$ cat config.mk
export PLATFORM = sky130hd
export DESIGN_NAME = qdac_serial_if
export DESIGN_NICKNAME = d
export VERILOG_FILES = /design/src/rtl/quad_dac_pkg.sv /design/src/rtl/qdac_sync.sv /design/src/rtl/qdac_shifter.sv /design/src/rtl/qdac_regbank.sv /design/src/rtl/qdac_serial_if.sv
export SDC_FILE = /design/constraint.sdc
export NUM_CORES = 1
export LEC_CHECK = 0
export CORE_MARGIN = 1
export CORE_UTILIZATION = 60
export CTS_CLUSTER_SIZE = 30
export DETAILED_ROUTE_END_ITERATION = 6
export PLACE_DENSITY = 0.83
export SLEW_MARGIN = 0
export SYNTH_ARGS = -nofsm -noshare
export SYNTH_HDL_FRONTEND = slang
export SYNTH_SLANG_ARGS = --single-unit
$ cat constraint.sdc
create_clock -name clk -period 3.6 [get_ports clk]
set_input_delay 0.72 -clock clk [delete_from_list [all_inputs] [get_ports clk]]
set_output_delay 0.72 -clock clk [all_outputs]
set_load 0.05 [all_outputs]
$ cat src/rtl/quad_dac_pkg.sv
package quad_dac_pkg;
  // control field of a command word
  typedef enum logic [1:0] {
    CTL_WIDE   = 2'b00,  // broadcast (addr[0]=0) or no-op (addr[0]=1)
    CTL_STAGE  = 2'b01,  // staging register only
    CTL_SYS    = 2'b10,  // copy-all (addr[1]=0) or edge mode (addr[1]=1)
    CTL_DIRECT = 2'b11   // staging and output register
  } ctl_e;
endpackage

$ cat src/rtl/qdac_sync.sv
module qdac_sync #(
  parameter int W = 1,
  parameter int STAGES = 2,
  parameter logic [W-1:0] RST_VAL = '0
) (
  input  logic         clk,
  input  logic         rst,
  input  logic [W-1:0] d,
  output logic [W-1:0] q,
  output logic [W-1:0] q_rise,
  output logic [W-1:0] q_fall
);
  logic [W-1:0] chain [STAGES];
  logic [W-1:0] prev;

  always_ff @(posedge clk) begin
    if (rst) begin
      for (int s = 0; s < STAGES; s++) chain[s] <= RST_VAL;
      prev <= RST_VAL;
    end else begin
      chain[0] <= d;
      for (int s = 1; s < STAGES; s++) chain[s] <= chain[s-1];
      prev <= chain[STAGES-1];
    end
  end

  assign q      = chain[STAGES-1];
  assign q_rise = q & ~prev;
  assign q_fall = ~q & prev;
endmodule

$ cat src/rtl/qdac_shifter.sv
module qdac_shifter #(
  parameter int WORD_W = 12,
  localparam int CNT_W = $clog2(WORD_W + 1)
) (
  input  logic              clk,
  input  logic              rst,
  input  logic              cs_act,
  input  logic              cs_start,
  input  logic              sclk_rise,
  input  logic              sclk_fall,
  input  logic              din,
  input  logic              mode_rise,
  output logic [WORD_W-1:0] word,
  output logic              full,
  output logic              dout
);
  logic [WORD_W-1:0] sr;
  logic [CNT_W-1:0]  cnt;
  logic              shout;

  always_ff @(posedge clk) begin
    if (rst) begin
      sr    <= '0;
      cnt   <= '0;
      shout <= 1'b0;
      dout  <= 1'b0;
    end else begin
      if (cs_start) begin
        cnt <= '0;
      end else if (cs_act && sclk_rise) begin
        sr    <= {sr[WORD_W-2:0], din};
        shout <= sr[WORD_W-1];
        if (cnt != CNT_W'(WORD_W)) cnt <= cnt + 1'b1;
        if (mode_rise) dout <= sr[WORD_W-1];
      end
      if (cs_act && sclk_fall && !mode_rise) dout <= shout;
    end
  end

  assign word = sr;
  assign full = (cnt == CNT_W'(WORD_W));


  idle_hold_chk: assert property (@(posedge clk) disable iff (rst)
    !cs_act |=> ($stable(sr) && $stable(dout)));

  dout_edge_chk: assert property (@(posedge clk) disable iff (rst)
    (!sclk_rise && !sclk_fall) |=> $stable(dout));

  cnt_range_chk: assert property (@(posedge clk) disable iff (rst)
    cnt <= CNT_W'(WORD_W));
endmodule

$ cat src/rtl/qdac_regbank.sv
module qdac_regbank import quad_dac_pkg::*; #(
  parameter int NCH = 4,
  parameter int DW = 8,
  localparam int AW = $clog2(NCH)
) (
  input  logic              clk,
  input  logic              rst,
  input  logic              exec,
  input  logic [AW-1:0]     addr,
  input  ctl_e              ctl,
  input  logic [DW-1:0]     data,
  input  logic              load_act,
  output logic [NCH*DW-1:0] dac_q,
  output logic              mode_rise
);
  logic [DW-1:0] in_q [NCH];

  logic do_bcast, do_copy, do_mode;
  assign do_bcast = exec && (ctl == CTL_WIDE) && !addr[0];
  assign do_copy  = (exec && (ctl == CTL_SYS) && !addr[1]) || load_act;
  assign do_mode  = exec && (ctl == CTL_SYS) && addr[1];

  always_ff @(posedge clk) begin
    if (rst) mode_rise <= 1'b1;
    else if (do_mode) mode_rise <= addr[0];
  end

  for (genvar i = 0; i < NCH; i++) begin : g_ch
    logic hit, wr_stage, wr_direct;
    assign hit       = exec && (addr == AW'(i));
    assign wr_stage  = hit && ctl[0];
    assign wr_direct = hit && (ctl == CTL_DIRECT);

    always_ff @(posedge clk) begin
      if (rst) begin
        in_q[i]             <= '0;
        dac_q[i*DW +: DW]   <= '0;
      end else begin
        if (wr_stage) in_q[i] <= data;
        if (wr_direct || do_bcast) dac_q[i*DW +: DW] <= data;
        else if (do_copy)          dac_q[i*DW +: DW] <= in_q[i];
      end
    end


    direct_wr_chk: assert property (@(posedge clk) disable iff (rst)
      (exec && ctl == CTL_DIRECT && addr == AW'(i)) |=>
        (dac_q[i*DW +: DW] == $past(data) && in_q[i] == $past(data)));

    bcast_wr_chk: assert property (@(posedge clk) disable iff (rst)
      (exec && ctl == CTL_WIDE && !addr[0]) |=>
        (dac_q[i*DW +: DW] == $past(data) && $stable(in_q[i])));

    pin_load_chk: assert property (@(posedge clk) disable iff (rst)
      (load_act && !exec) |=> dac_q[i*DW +: DW] == $past(in_q[i]));
  end


  stage_only_chk: assert property (@(posedge clk) disable iff (rst)
    (exec && ctl == CTL_STAGE && !load_act) |=> $stable(dac_q));

  nop_chk: assert property (@(posedge clk) disable iff (rst)
    (exec && ctl == CTL_WIDE && addr[0] && !load_act) |=> ($stable(dac_q) && $stable(mode_rise)));

  mode_sel_chk: assert property (@(posedge clk) disable iff (rst)
    (exec && ctl == CTL_SYS && addr[1]) |=> mode_rise == $past(addr[0]));
endmodule

$ cat src/rtl/qdac_serial_if.sv
module qdac_serial_if import quad_dac_pkg::*; #(
  parameter int NCH = 4,
  parameter int DW = 8,
  parameter int SYNC_STAGES = 2,
  localparam int AW = $clog2(NCH),
  localparam int WORD_W = AW + 2 + DW
) (
  input  logic              clk,
  input  logic              rst,
  input  logic              cs_n,
  input  logic              sclk,
  input  logic              din,
  input  logic              ld_n,
  output logic              dout,
  output logic [NCH*DW-1:0] dac_q
);
  // bit order: {ld_n, din, sclk, cs_n}
  logic [3:0] s_q, s_rise, s_fall;

  qdac_sync #(.W(4), .STAGES(SYNC_STAGES), .RST_VAL(4'b1001)) u_sync (
    .clk(clk), .rst(rst), .d({ld_n, din, sclk, cs_n}),
    .q(s_q), .q_rise(s_rise), .q_fall(s_fall)
  );

  logic [WORD_W-1:0] word;
  logic full, mode_rise, exec;

  qdac_shifter #(.WORD_W(WORD_W)) u_shift (
    .clk(clk), .rst(rst),
    .cs_act(!s_q[0]), .cs_start(s_fall[0]),
    .sclk_rise(s_rise[1]), .sclk_fall(s_fall[1]),
    .din(s_q[2]), .mode_rise(mode_rise),
    .word(word), .full(full), .dout(dout)
  );

  assign exec = s_rise[0] && full;

  qdac_regbank #(.NCH(NCH), .DW(DW)) u_bank (
    .clk(clk), .rst(rst), .exec(exec),
    .addr(word[WORD_W-1 -: AW]),
    .ctl(ctl_e'(word[DW+1:DW])),
    .data(word[DW-1:0]),
    .load_act(!s_q[3]),
    .dac_q(dac_q), .mode_rise(mode_rise)
  );


  short_word_chk: assert property (@(posedge clk) disable iff (rst)
    (s_rise[0] && !full && s_q[3]) |=> $stable(dac_q));
endmodule

After elaboration in Yosys (flattened, before gate mapping)
Memories as Yosys holds them, arrays and structs flattened.
Cells that the tools add are included.
{"block": "op_classes", "n_addsub": 1, "eq_ne": 8, "mux": 33, "bitwise_logic": 11, "reduce_logical": 43}
{"operator": "$mux W8", "n": 12}
{"operator": "$logic_and A1 B1 Y1", "n": 21}
{"operator": "$mux W1", "n": 19}
{"operator": "$reduce_bool A2 Y1", "n": 6}
{"operator": "$eq A2 B2 Y1 const B", "n": 4}
{"operator": "$mux W4", "n": 2}
{"operator": "$or A1 B1 Y1", "n": 6}
{"operator": "$logic_not A1 Y1", "n": 5}
{"operator": "$logic_or A1 B1 Y1", "n": 5}
{"operator": "$add A4 B1 Y4 const B", "n": 1}
{"operator": "$and A2 B2 Y2", "n": 2}
{"operator": "$eq A4 B4 Y1 const B", "n": 1}
{"operator": "$logic_not A2 Y1", "n": 2}
{"operator": "$ne A4 B4 Y1 const B", "n": 1}
{"operator": "$not A2 Y2", "n": 2}
{"operator": "$reduce_and A2 Y1", "n": 2}
{"operator": "$reduce_and A3 Y1", "n": 1}
{"operator": "$eq A2 B1 Y1 const B", "n": 1}
{"operator": "$ne A2 B1 Y1 const B", "n": 1}
{"operator": "$reduce_or A2 Y1", "n": 1}
{"operator": "$not A1 Y1", "n": 1}
{"block": "totals", "regBits": 53, "mem_bits_rw": 40, "elab_cells": 108, "memories": 2}
{"name": "u_bank.in_q", "words": 4, "width": 8, "rd": 4, "rd_clocked_by_memory_dff": 0, "write_ports": 4, "line_no": "qdac_regbank.sv:16", "rtl": "logic [DW-1:0] in_q [NCH];"}
{"name": "u_sync.chain", "words": 2, "width": 4, "rd": 2, "rd_clocked_by_memory_dff": 0, "write_ports": 2, "line_no": "qdac_sync.sv:13", "rtl": "logic [W-1:0] chain [STAGES];"}

Logic depth before layout (Yosys ltp)
Gate-level depths: netlist (run 1).
{"block": "logic_depth", "ltp_word": 9, "depth_mapped": 7, "ltp_nobuf": 6}

Hierarchy
From an unflattened synthesis (run 1), not the netlist that was laid out.
{"block": "unflattened", "hier_cells": 420, "hier_area_um2": 4267.8}
{"mod": "qdac_regbank", "n_inst": 1, "cells_per_inst": 291, "area_per_inst_um2": 3123.0}
{"mod": "qdac_shifter", "n_inst": 1, "cells_per_inst": 89, "area_per_inst_um2": 721.9}
{"mod": "qdac_sync", "n_inst": 1, "cells_per_inst": 37, "area_per_inst_um2": 409.1}
{"mod": "qdac_serial_if", "n_inst": 1, "cells_per_inst": 3, "area_per_inst_um2": 13.8}

Worst setup path before layout (run 1)
OpenSTA, ideal clock, no wires.
{"block": "synth_timing", "path_type": "input to register", "from": "input port rst", "to": "memory u_bank.in_q[0][0], data pin", "arrival_time_ps": 1628, "required_time_ps": 3468, "setup_slack_ps": 1840, "stages": 5, "path_buffers": 1, "cell_sequence": "clkbuf_8 inv_1 nand2_1 nor4_4 and2_1"}
{"element": "start: declaration", "line_no": "qdac_serial_if.sv:9", "rtl": "input logic rst,"}
{"element": "end: declaration", "line_no": "qdac_regbank.sv:16"}

Worst setup path after layout (run 1)
{"block": "layout_timing", "from": "register u_bank.dac_q[14]", "to": "output port dac_q[14]"}
{"element": "start: declaration", "line_no": "qdac_regbank.sv:13", "rtl": "output logic [NCH*DW-1:0] dac_q,"}
{"element": "start signal: indexed assignment", "line_no": "qdac_regbank.sv:40", "rtl": "if (wr_direct || do_bcast) dac_q[i*DW +: DW] <= data;"}
{"element": "start signal: indexed assignment", "line_no": "qdac_regbank.sv:41", "rtl": "else if (do_copy) dac_q[i*DW +: DW] <= in_q[i];"}
{"element": "end: declaration", "line_no": "qdac_serial_if.sv:15", "rtl": "output logic [NCH*DW-1:0] dac_q"}
No word-level cell between the ends.

==> results, run 1 <==
- By startpoint and endpoint, the worst setup path is classified as reg2out.
- The final worst setup slack is ~1300 ps.
- The top fanout value on the critical path is 2.
- In this run, distinct cell masters in the synthesized netlist total between 40 and 50.
- Buffers inserted to repair hold after CTS numbered 0.
- In this run, synthesis inferred 32 flip-flops with an integrated enable.
- The flow ran to the end, and the final reports show no timing, DRC or antenna violations.
- Setup repair after global routing left no endpoint under its margin.
- The power per standard cell area is 441.0 mW/mm².
- Of the available clock period, the critical path in the final layout requires 0.6256.
- In the routed design, unresolved DRC markers number 0.
- The worst-case hold slack is between 400 and 500 ps.
- The die outline width is around 83 µm.
- For this run, the leading register cell type out of synthesis is dfxtp_1.
- The most instantiated library cell after synthesis is nand2_1.
- The max-slew violation total from the final report was 0.
- The total chip power is 2.011 mW.
- The clock passes through at most 2 buffers.
- The detailed router finished its first iteration with 199 violations.
- The achievable frequency is between 400 and 500 MHz.
- In this run, CTS created clock tree buffers numbering 9.
- The number of global-route vias before repair came to around 2,700.
- The number of antenna violations at the first check in global routing is 0.
- The floorplan step set the die height to 83.33 µm.
- The count of input and output buffers is 38.
- The die footprint is about 0.0069 mm².
- For this run, the total global-route usage over all layers was measured as 0.2530.
- After synthesis the netlist holds a flip-flop and latch count of between 90 and 100.
- CTS saw just over 90 sinks.
- The worst slew slack as a fraction of its limit is 0.4890.
- The sequential cell area fraction in the yosys report is 0.5498.
- The average instance in the mapped netlist occupies around 10 µm².
- The clock input transition at the sequential cells of the worst setup and hold paths is about 80 ps.
- In this run the count of I/O pins placed on the die edge is 39.
- TritonCTS built the clock tree.
- The signal on the critical path passes through clkdlybuf4s50_1.
- The average wire per cell in the routed design is between 15 and 20 µm.
- The number of diodes added for antenna fixing is 0.
- For this run, the number of standard cells in the final layout without fillers is between 500 and 600.
- In the final timing run, aggregate negative setup slack is 0 ps.
- At the worst endpoint, the arrival time is roughly 1500 ps.
- The finished cells cover 0.004559 mm².
- Ranked by total cell area, the synthesized netlist is headed by dfxtp_1, edfxtp_1, a21oi_1.
- The worst voltage drop across the vdd grid is between 200 and 250 µV.
- In the synthesized netlist, the cells that appear most often are nand2_1, dfxtp_1, a21oi_1.
- Yosys printed 0 warnings.
- Summed over all layers, the global routing overflow is 0.
- The cell count of the worst reg-to-reg path is 5.
- After the last flow step, the layout net total stands at 430.
- The final setup violation count is 0.
- The mapped netlist covers ~0.0040 mm².
- The share of synthesized area in the top cell type comes to 0.3077.
- The largest stage delay on the critical path is slightly above 800 ps.
- The number of nets in the synthesized netlist is 403.
- The fraction of final layout cells sized beyond drive strength 1 is 0.09368.
- The area added between synthesis and finish is 14.88%.
- The worst flop-to-flop path startpoint is u_shift.word[11].
- The share of the core filled with cells is 0.7180.
- In this run the static leakage power is about 1.6 nW.
- The minimum period implied by the final worst setup slack is between 2000 and 2500 ps.
- Dividing the detail-routed via count by the number of cells gives ~5.8.
- The number of rows created at floorplan is 29.
- Once the clock tree was built, the setup fixing pass inserted 0 buffers.
- Before CTS, the worst setup slack after placement is 1035 ps.
- The total cell area at the placement stage is around 0.0043 mm².
- Entering global routing, the biggest net connects between 40 and 50 pins.
- The critical hold path startpoint is u_sync.chain[0][0].
- The pre-antenna-repair detailed-routing pass consisted of 5 iterations.
- The tool flagged a number of max-cap violations equal to 0.
- The routed design has between 8000 and 9000 µm of wire.
- The endpoint required time on the critical path is around 2900 ps.
- The capture instance of the worst register-to-register path is u_bank.dac_q[14].
- The placeable core region is ~0.0063 mm².
- The largest delay contributor family on the critical path is buffers and inverters.
- The cell sitting at the root of the clock tree is a clkbuf_8.
- The first global-routing pass estimated 13,610 µm of wire.
- Post-CTS repair changed the size of 0 cells.
- For the pin with the worst max-slew slack, the measured transition is around 770 ps.
- The total number of vias is 2,947.
- Among all stages on the critical path, the largest delay is contributed by clkdlybuf4s50_1.
- The worst hold path terminates at u_sync.chain[0][4].
- The final estimated routing congestion in global placement is 0.7627.
- Counting instances, the worst hold path has a depth of 1.
- The async set-or-reset flop fraction in the synthesized netlist is 0.
- The slack of the worst reg-to-reg path is roughly 1500 ps.
- The combined buffer and inverter count along the critical path is 1.
- The worst-skew pair later-pin latency is 360 ps.
- Between clock sinks in the finished design, the worst skew comes to between 8 and 9 ps.
- Once detailed placement completed, the half-perimeter wirelength came to 5394 µm.
- In this run, placement finished with an instance count of 488.
- The filler cells instantiated in the layout total roughly 480.
- For this configuration, the core starts out at a cell density of 0.6250.
- The worst setup path is captured at an output port.
- The final count of hold timing violations came to 0.
- The sort of element at the start of the critical path is a flop.
- The synthesized instance count is about 400.
- The tightest min-delay check is of the reg2reg type.
- The H-tree level count is 3.
- Of all cell types, the one taking the most synthesized area is dfxtp_1.
- The antenna violation net count after detailed routing is 0.
## cells in the final DEF, fill, tap and decap left out, types with 4 or more instances in the layout
master | synthesis | layout
and2_1 | 32 | 32
a21oi_1 | 60 | 60
nor2_1 | 22 | 22
inv_1 | 6 | 6
o21ai_0 | 16 | 16
or2_2 | 4 | 4
dfxtp_1 | 61 | 61
nor2b_1 | 5 | 5
a41o_1 | 4 | 4
nand3_1 | 5 | 5
nor4_4 | 4 | 4
clkbuf_8 | 2 | 9
a211oi_1 | 16 | 16
buf_4 | 3 | 4
nand2_1 | 64 | 64
edfxtp_1 | 32 | 32
clkdlybuf4s50_1 | 0 | 38
## sequential cells by signal, summed over array words and instances (netlist names)
signal            flops
u_sync.prev           2
u_bank.mode_rise      1
u_bank.dac_q         32
u_sync.chain          8
u_shift.dout          1
u_shift.cnt           4
u_bank.in_q          32
u_shift.word         12
u_shift.shout         1
## layer usage
metal,global-route usage,wire length (µm),vias up
li1,-,-,1440
met1,0.3552,3736,1407
met2,0.3920,3972,87
met3,0.04871,445,13
met4,0.09091,95,0
met5,0,0,-
## logic make-up (layout without fill, tap and decap cells)
kind of cell | after synthesis | in the layout | share of synthesized area
compound gates | 111 | 111 | 0.1803
xor+xnor | 3 | 3 | 0.006622
fa+ha+maj | 2 | 2 | 0.006304
buf+inv | 32 | 64 | 0.04350
flops | 93 | 93 | 0.5498
simple gates | 154 | 154 | 0.2134
## power by group
part	total [mW]	internal, mW	switching [mW]	leakage (nW)
clock network	0.788	0.434	0.355	0.115
logic	0.105	0.0346	0.0701	0.646
registers	1.12	1.11	0.0103	0.825
total	2.01	1.58	0.435	1.59
## cell type report
| class | instances | area (µm²) | share of cell area |
|---|---|---|---|
| repair buffers | 42 | 410.4 | 0.09001 |
| well taps | 77 | 96.34 | 0.02113 |
| inverters | 6 | 22.52 | 0.004940 |
| flip-flops and latches | 93 | 2182 | 0.4786 |
| clock buffers | 11 | 152.6 | 0.03348 |
| clock inverters | 5 | 81.33 | 0.01784 |
| multi-input cells | 270 | 1614 | 0.3540 |
## worst max-delay path by stage
stage / from / cells after the start / slack, ps / to
6_report: u_bank.dac_q[14] / 1 / 1350 / dac_q[14]
5_1_grt: rst / 5 / 1270 / u_bank.in_q[1][12]
4_1_cts: u_bank.dac_q[7] / 1 / 1320 / dac_q[7]
3_5_place_dp: rst / 5 / 1030 / u_bank.in_q[1][14]
3_3_place_gp: rst / 5 / 1120 / u_bank.in_q[1][12]
2_1_floorplan: rst / 5 / 1840 / u_bank.in_q[0][0]
No activity file was read; power rests on OpenSTA's default activity.
==> inputs of run 2 (changes only) <==
--- a/config.mk
+++ b/config.mk
@@ -6,10 +6,10 @@
 export NUM_CORES = 1
 export LEC_CHECK = 0
 export CORE_MARGIN = 1
-export CORE_UTILIZATION = 60
+export CORE_UTILIZATION = 51
 export CTS_CLUSTER_SIZE = 30
 export DETAILED_ROUTE_END_ITERATION = 6
-export PLACE_DENSITY = 0.83
+export PLACE_DENSITY = 0.75
 export SLEW_MARGIN = 0
 export SYNTH_ARGS = -nofsm -noshare
 export SYNTH_HDL_FRONTEND = slang
==> constraint.sdc (replaced) <==
create_clock -name clk -period 2.04 [get_ports clk]
set_input_delay 0.408 -clock clk [delete_from_list [all_inputs] [get_ports clk]]
set_output_delay 0.408 -clock clk [all_outputs]
set_load 0.05 [all_outputs]
==> results, run 2 (same netlist as run 1, synthesis figures left out) <==
- Outcome: completed (unchanged).
- The number of rows created at floorplan came to 31 (was 29).
- The share of the core filled with cells was 0.6346 (was 0.7180).
- The detailed-route wire length on metal 1 came to 3971 µm (was 3736 µm).
- The number of stages on the worst hold path is 1 (unchanged).
- The worst flop-to-flop path startpoint is u_shift.cnt[0] (was u_shift.word[11]).
- RSZ-0062 raised after global routing: no (unchanged).
- The post-detailed-placement half-perimeter wirelength is 5458 µm (was 5394 µm).
- The clock buffer count from CTS is 9 (unchanged).
- The share of power burned in registers came to 0.584 (was 0.556).
- The hold-fix buffer count after cts is 0 (unchanged).
- The most common cell after layout, fill and taps aside is nand2_1 (unchanged).
- The setup clock skew after layout came to 9.361 ps (was 8.900 ps).
- The top fanout value on the critical path is 2 (unchanged).
- The total net switching power was 0.7337 mW (was 0.4351 mW).
- The endpoint required time on the critical path is 1630 ps (was 2880 ps).
- The area added between synthesis and finish is 17.84% (was 14.88%).
- The area taken by multi-input logic gates is 0.001614 mm² (unchanged).
- The worst-case hold slack is 416.4 ps (was 416.9 ps).
- The die outline width came to 90.22 µm (was 83.33 µm).
- The worst-path cell with the longest stage delay is clkdlybuf4s50_1 (unchanged).
- The hold-critical path endpoint is u_sync.chain[0][4] (unchanged).
- The initial standard-cell utilization of the core is 0.5385 (was 0.6250).
- The number of antenna violations at the first check in global routing was 0 (unchanged).
- The power per standard cell area is 722.6 mW/mm² (was 441.0 mW/mm²).
- The top routing layer in use is met4 (unchanged).
- The clock root buffer master is clkbuf_8 (unchanged).
- The worst slew slack as a fraction of its limit is 0.5453 (was 0.4890).
- The antenna violation net count after detailed routing was 0 (unchanged).
- The cell count of the worst reg-to-reg path is 6 (was 5).
- The CTS tree is yes (unchanged).
- The total internal power is 2.646 mW (was 1.576 mW).
- The first-pass GRT wire length came to 14,070 µm (was 13,610 µm).
- The number of buffers inserted to repair setup after CTS is 0 (unchanged).
- The class of the tightest hold or removal check is reg2reg (unchanged).
- The total global routing track utilization is 0.2221 (was 0.2530).
- The critical hold path startpoint is u_sync.chain[0][0] (unchanged).
- The clock input transition at the sequential cells of the worst setup and hold paths is 90 ps (was 80 ps).
- The number of global-route vias before repair is 2,840 (was 2,747).
- The number of primary I/O pins was 39 (unchanged).
- The final estimated routing congestion in global placement is 0.8439 (was 0.7627).
- The H-tree level count is 3 (unchanged).
- The max-capacitance violation count is 0 (unchanged).
- The total chip power was 3.379 mW (was 2.011 mW).
- The routed length on met2 is 3981 µm (was 3972 µm).
- The number of nets at the end of the flow is 443 (was 430).
- Based on the critical path, the design can be clocked at up to 507.0 MHz.
- The final worst setup slack is 67.64 ps (was 1348 ps).
- Cell chain of the critical path: clkdlybuf4s50_1 (unchanged).
- The placeable core region is 0.007370 mm² (was 0.006350 mm²).
- The number of resized instances in the post-cts repair step was 0 (unchanged).
- The final count of hold timing violations came to 0 (unchanged).
- The area of all placed cells without fillers is 0.004677 mm² (was 0.004559 mm²).
- The total number of vias is 2,989 (was 2,947).
- The max-slew violation total from the final report is 0 (unchanged).
- The total of fill cells in the finished design was 604 (was 476).
- The die footprint is 0.008139 mm² (was 0.006944 mm²).
- The final setup violation count is 0 (unchanged).
- The critical path data arrival time is 1560 ps (was 1530 ps).
- The sort of element at the start of the critical path is a flop (unchanged).
- The detailed-route DRC error count is 0 (unchanged).
- The slack of the worst reg-to-reg path was 130 ps (was 1510 ps).
- The leakage power of the design is 1.646 nW (was 1.585 nW).
- The largest stage delay on the critical path is 820 ps (was 830 ps).
- The maximum number of buffers from clock root to sink was 2 (unchanged).
- The combined flip-flop and latch cell area is 0.002182 mm² (unchanged).
- The final cell count without fillers is 539 (was 504).
- The placement-stage worst setup slack came to 70.42 ps (was 1035 ps).
- The number of instances in the placed design is 523 (was 488).
- The count of input and output buffers is 38 (unchanged).
- The fraction of final layout cells sized beyond drive strength 1 is 0.1159 (was 0.09368).
- The vertical die dimension is 90.22 µm (was 83.33 µm).
- The combinational power share is 0.058 (was 0.052).
- The minimum period implied by the final worst setup slack is roughly 2000 ps.
- The largest net degree at the start of global routing is 33 (was 46).
- The total cell area at the placement stage is 0.004476 mm² (was 0.004325 mm²).
- The net switching share of the total power came to 0.2171 (was 0.2164).
- The ratio of routed vias to standard cells is 5.545 (was 5.847).
- The capture instance of the worst register-to-register path was u_bank.in_q[0][9] (was u_bank.dac_q[14]).
- The number of diodes added for antenna fixing is 0 (unchanged).
- The DRC marker count from the first detailed-route iteration is 171 (was 199).
- The setup TNS is 0 ps (unchanged).
- The worst-skew pair later-pin latency is 350 ps (was 360 ps).
- The type of the worst setup path is reg2out (unchanged).
- The largest delay contributor family on the critical path is buffers and inverters (unchanged).
- Leading cell types in the layout, fill and taps excluded: nand2_1, dfxtp_1, a21oi_1 (unchanged).
- The share of power burned in the clock network is 0.358 (was 0.392).
- The met3 wire length is 298 µm (was 445 µm).
- The aggregate global routing overflow is 0 (unchanged).
- The wire length after detailed routing came to 8421 µm (was 8250 µm).
- The clock sink count came to 93 (unchanged).
- The combined buffer and inverter count along the critical path is 1 (unchanged).
- The transition time at the pin with the least slew margin came to 679.1 ps (was 765.5 ps).
- The count of TritonRoute iterations in the first routing pass was 5 (unchanged).
- The average wire per cell in the routed design is 15.62 µm (was 16.37 µm).
- The type of element capturing the critical path is an output port (unchanged).
- The worst voltage drop across the vdd grid was 329.3 µV (was 246.0 µV).
- The share of the clock period used by the worst path is 0.9668.
-- run 2: changes by cell type in the layout (fill, tap and decap cells not counted), sizes merged --
cell	change
buf	+13
clkbuf	+5
bufinv	-2
clkinv	-2
clkinvlp	-1
-- run 2: cell type report --
type	count	share of cell area
well taps	99	0.02648
multi-input cells	270	0.3451
inverters	6	0.004815
clock buffers	16	0.04307
flip-flops and latches	93	0.4666
repair buffers	55	0.1140
-- run 2: routing by layer --
layer / vias to the layer above / global-route usage
met5: - / 0
met4: 0 / 0.1035
met3: 12 / 0.03384
met2: 71 / 0.3575
met1: 1443 / 0.2946
li1: 1463 / -
-- run 2: how the worst max path moves through the flow --
stage	start	slack [ps]	cells after the start	end
2_1_floorplan	u_shift.cnt[0]	370	5	u_bank.in_q[0][0]
3_3_place_gp	rst	140	5	u_bank.in_q[0][9]
3_5_place_dp	rst	70	5	u_bank.in_q[0][14]
4_1_cts	u_bank.dac_q[7]	50	1	dac_q[7]
5_1_grt	u_shift.cnt[0]	9	6	u_bank.in_q[0][2]
6_report	u_bank.dac_q[7]	70	1	dac_q[7]
-- run 2: power groups by stage --
stage	sequential [mW]	clock (mW)	combinational, mW
6_report	1.97	1.21	0.195
3_3_place_gp	2.01	0	0.194
3_5_place_dp	2.02	0	0.197
4_1_cts	1.97	1.22	0.197
2_1_floorplan	2.06	0	0.0809
5_1_grt	1.98	1.30	0.211
==> inputs of run 3 (changes only) <==
--- a/config.mk
+++ b/config.mk
@@ -6,10 +6,10 @@
 export NUM_CORES = 1
 export LEC_CHECK = 0
 export CORE_MARGIN = 1
-export CORE_UTILIZATION = 51
+export CORE_UTILIZATION = 50
 export CTS_CLUSTER_SIZE = 30
 export DETAILED_ROUTE_END_ITERATION = 6
-export PLACE_DENSITY = 0.75
+export PLACE_DENSITY = 0.74
 export SLEW_MARGIN = 0
 export SYNTH_ARGS = -nofsm -noshare
 export SYNTH_HDL_FRONTEND = slang
==> results, run 3 (same netlist as run 1, synthesis figures left out) <==
- The critical path data arrival time is 1550 ps (was 1560 ps).
- The leakage power of the design was 1.667 nW (was 1.646 nW).
- The number of diodes added for antenna fixing is 0 (unchanged).
- The total global routing track utilization is 0.2191 (was 0.2221).
- The cell count of the worst reg-to-reg path is 6 (unchanged).
- The final count of hold timing violations came to 0 (unchanged).
- The power per standard cell area is 745.6 mW/mm² (was 722.6 mW/mm²).
- The final estimated routing congestion in global placement is 0.8478 (was 0.8439).
- The hold-critical path endpoint is u_sync.chain[0][4] (unchanged).
- Outcome: completed (unchanged).
- The class of the tightest hold or removal check is reg2reg (unchanged).
- The setup TNS is 0 ps (unchanged).
- The area added between synthesis and finish is 18.82% (was 17.84%).
- The die footprint is 0.008298 mm² (was 0.008139 mm²).
- The clock buffer count from CTS is 9 (unchanged).
- The combined buffer and inverter count along the critical path was 1 (unchanged).
- The endpoint required time on the critical path was 1630 ps (about the same).
- The detailed-route wire length on metal 1 was 3725 µm (was 3971 µm).
- The count of input and output buffers is 38 (unchanged).
- The largest net degree at the start of global routing is 31 (was 33).
- The antenna violation net count after detailed routing is 0 (unchanged).
- The clock root buffer master is clkbuf_8 (unchanged).
- The max-capacitance violation count came to 0 (unchanged).
- The number of global-route vias before repair was 2,832 (was 2,840).
- The transition time at the pin with the least slew margin came to 649.0 ps (was 679.1 ps).
- The most common cell after layout, fill and taps aside is nand2_1 (unchanged).
- The number of nets at the end of the flow is 443 (unchanged).
- The routed length on met2 was 3949 µm (was 3981 µm).
- The vertical die dimension is 91.10 µm (was 90.22 µm).
- The worst-skew pair later-pin latency is 360 ps (was 350 ps).
- The placeable core region is 0.007687 mm² (was 0.007370 mm²).
- The type of the worst setup path is reg2out (unchanged).
- The type of element capturing the critical path is an output port (unchanged).
- The initial standard-cell utilization of the core is 0.5163 (was 0.5385).
- The average wire per cell in the routed design is 15.41 µm (was 15.62 µm).
- The wire length after detailed routing was 8352 µm (was 8421 µm).
- The number of primary I/O pins came to 39 (unchanged).
- The H-tree level count was 3 (unchanged).
- The slack of the worst reg-to-reg path is 90 ps (was 130 ps).
- The largest stage delay on the critical path is 820 ps (about the same).
- The sort of element at the start of the critical path is a flop (unchanged).
- The share of the clock period used by the worst path is 0.9593 (was 0.9668).
- The worst-path cell with the longest stage delay is clkdlybuf4s50_1 (unchanged).
- The max-slew violation total from the final report came to 0 (unchanged).
- The worst voltage drop across the vdd grid came to 455.9 µV (was 329.3 µV).
- The CTS tree is yes (unchanged).
- The achievable frequency is 511.0 MHz (was 507.0 MHz).
- The top fanout value on the critical path came to 2 (unchanged).
- The capture instance of the worst register-to-register path is u_bank.in_q[0][12] (was u_bank.in_q[0][9]).
- The total cell area at the placement stage is 0.004472 mm² (was 0.004476 mm²).
- The ratio of routed vias to standard cells came to 5.491 (was 5.545).
- The post-detailed-placement half-perimeter wirelength is 5360 µm (was 5458 µm).
- Leading cell types in the layout, fill and taps excluded: nand2_1, a21oi_1, dfxtp_1 (was nand2_1, dfxtp_1, a21oi_1).
- The number of stages on the worst hold path was 1 (unchanged).
- The area of all placed cells without fillers came to 0.004716 mm² (was 0.004677 mm²).
- The DRC marker count from the first detailed-route iteration is 137 (was 171).
- The maximum number of buffers from clock root to sink came to 2 (unchanged).
- The aggregate global routing overflow is 0 (unchanged).
- The count of TritonRoute iterations in the first routing pass is 5 (unchanged).
- The largest delay contributor family on the critical path is buffers and inverters (unchanged).
- The critical hold path startpoint is u_sync.chain[0][0] (unchanged).
- The clock input transition at the sequential cells of the worst setup and hold paths is 80 ps (was 90 ps).
- The top routing layer in use is met4 (unchanged).
- The clock sink count is 93 (unchanged).
- The first-pass GRT wire length is 14,030 µm (was 14,070 µm).
- The fraction of final layout cells sized beyond drive strength 1 is 0.1227 (was 0.1159).
- RSZ-0062 raised after global routing: no (unchanged).
- The met3 wire length was 497 µm (was 298 µm).
- The total number of vias was 2,976 (was 2,989).
- The number of rows created at floorplan is 32 (was 31).
- The logic depth of the worst path, buffers included is 1 (unchanged).
- The worst flop-to-flop path startpoint is u_shift.cnt[0] (unchanged).
- The final setup violation count is 0 (unchanged).
- Cell chain of the critical path: clkdlybuf4s50_1 (unchanged).
- The setup clock skew after layout was 10.36 ps (was 9.361 ps).
- The worst slew slack as a fraction of its limit is 0.5654 (was 0.5453).
- The number of antenna violations at the first check in global routing is 0 (unchanged).
- The minimum period implied by the final worst setup slack was 1957 ps (was 1972 ps).
- The die outline width came to 91.10 µm (was 90.22 µm).
- The detailed-route DRC error count is 0 (unchanged).
-- run 3: per-stage QoR --
stage          instances  worst slack [ps]  utilization  hold slack, ps  total power [mW]
2_1_floorplan        395             369.0            -           389.5             2.144
3_3_place_gp         525             158.5       0.5817           393.2             2.209
3_5_place_dp         525             103.5       0.5817           397.5             2.212
4_1_cts              541             76.15       0.6123           418.9             3.533
5_1_grt              542             12.14       0.6134           427.8             3.627
6_report             542             83.06       0.6134           415.5             3.516
-- run 3: area by class of cell --
cell class | instances | area (µm²)
clock buffer | 15 | 230.2
fill | 661 | 2972
tap | 102 | 127.6
sequential | 93 | 2183
clock inverter | 1 | 5.005
multi-input combinational | 270 | 1614
inverter | 6 | 22.52
timing repair buffer | 55 | 533.0
-- run 3: repair_timing --
action | in CTS | in global routing
hold buffers | 0 | 0
resized for setup | 0 | 2
setup endpoints to repair | 0 | 6
setup buffers | 0 | 1
-- run 3: metal layers --
layer / up-vias / track usage
li1: 1463 / -
met1: 1416 / 0.2969
met2: 84 / 0.3460
met3: 13 / 0.03685
met4: 0 / 0.09524
met5: - / 0
-- run 3: power breakdown --
part           leakage (nW)  internal (mW)  switching, mW
sequential            0.826           1.95         0.0185
combinational         0.720         0.0698          0.126
clock                 0.121          0.732          0.616
total                  1.67           2.76          0.760
-- run 3: worst max path at each step --
stage	end	start	slack, ps
after floorplan	u_bank.in_q[0][0]	u_shift.cnt[0]	370
after global routing	u_bank.in_q[0][6]	u_shift.cnt[0]	10
after global placement	u_bank.in_q[0][10]	rst	160
after detailed placement	u_bank.in_q[0][12]	rst	100
final	dac_q[7]	u_bank.dac_q[7]	80
after CTS	dac_q[7]	u_bank.dac_q[7]	80
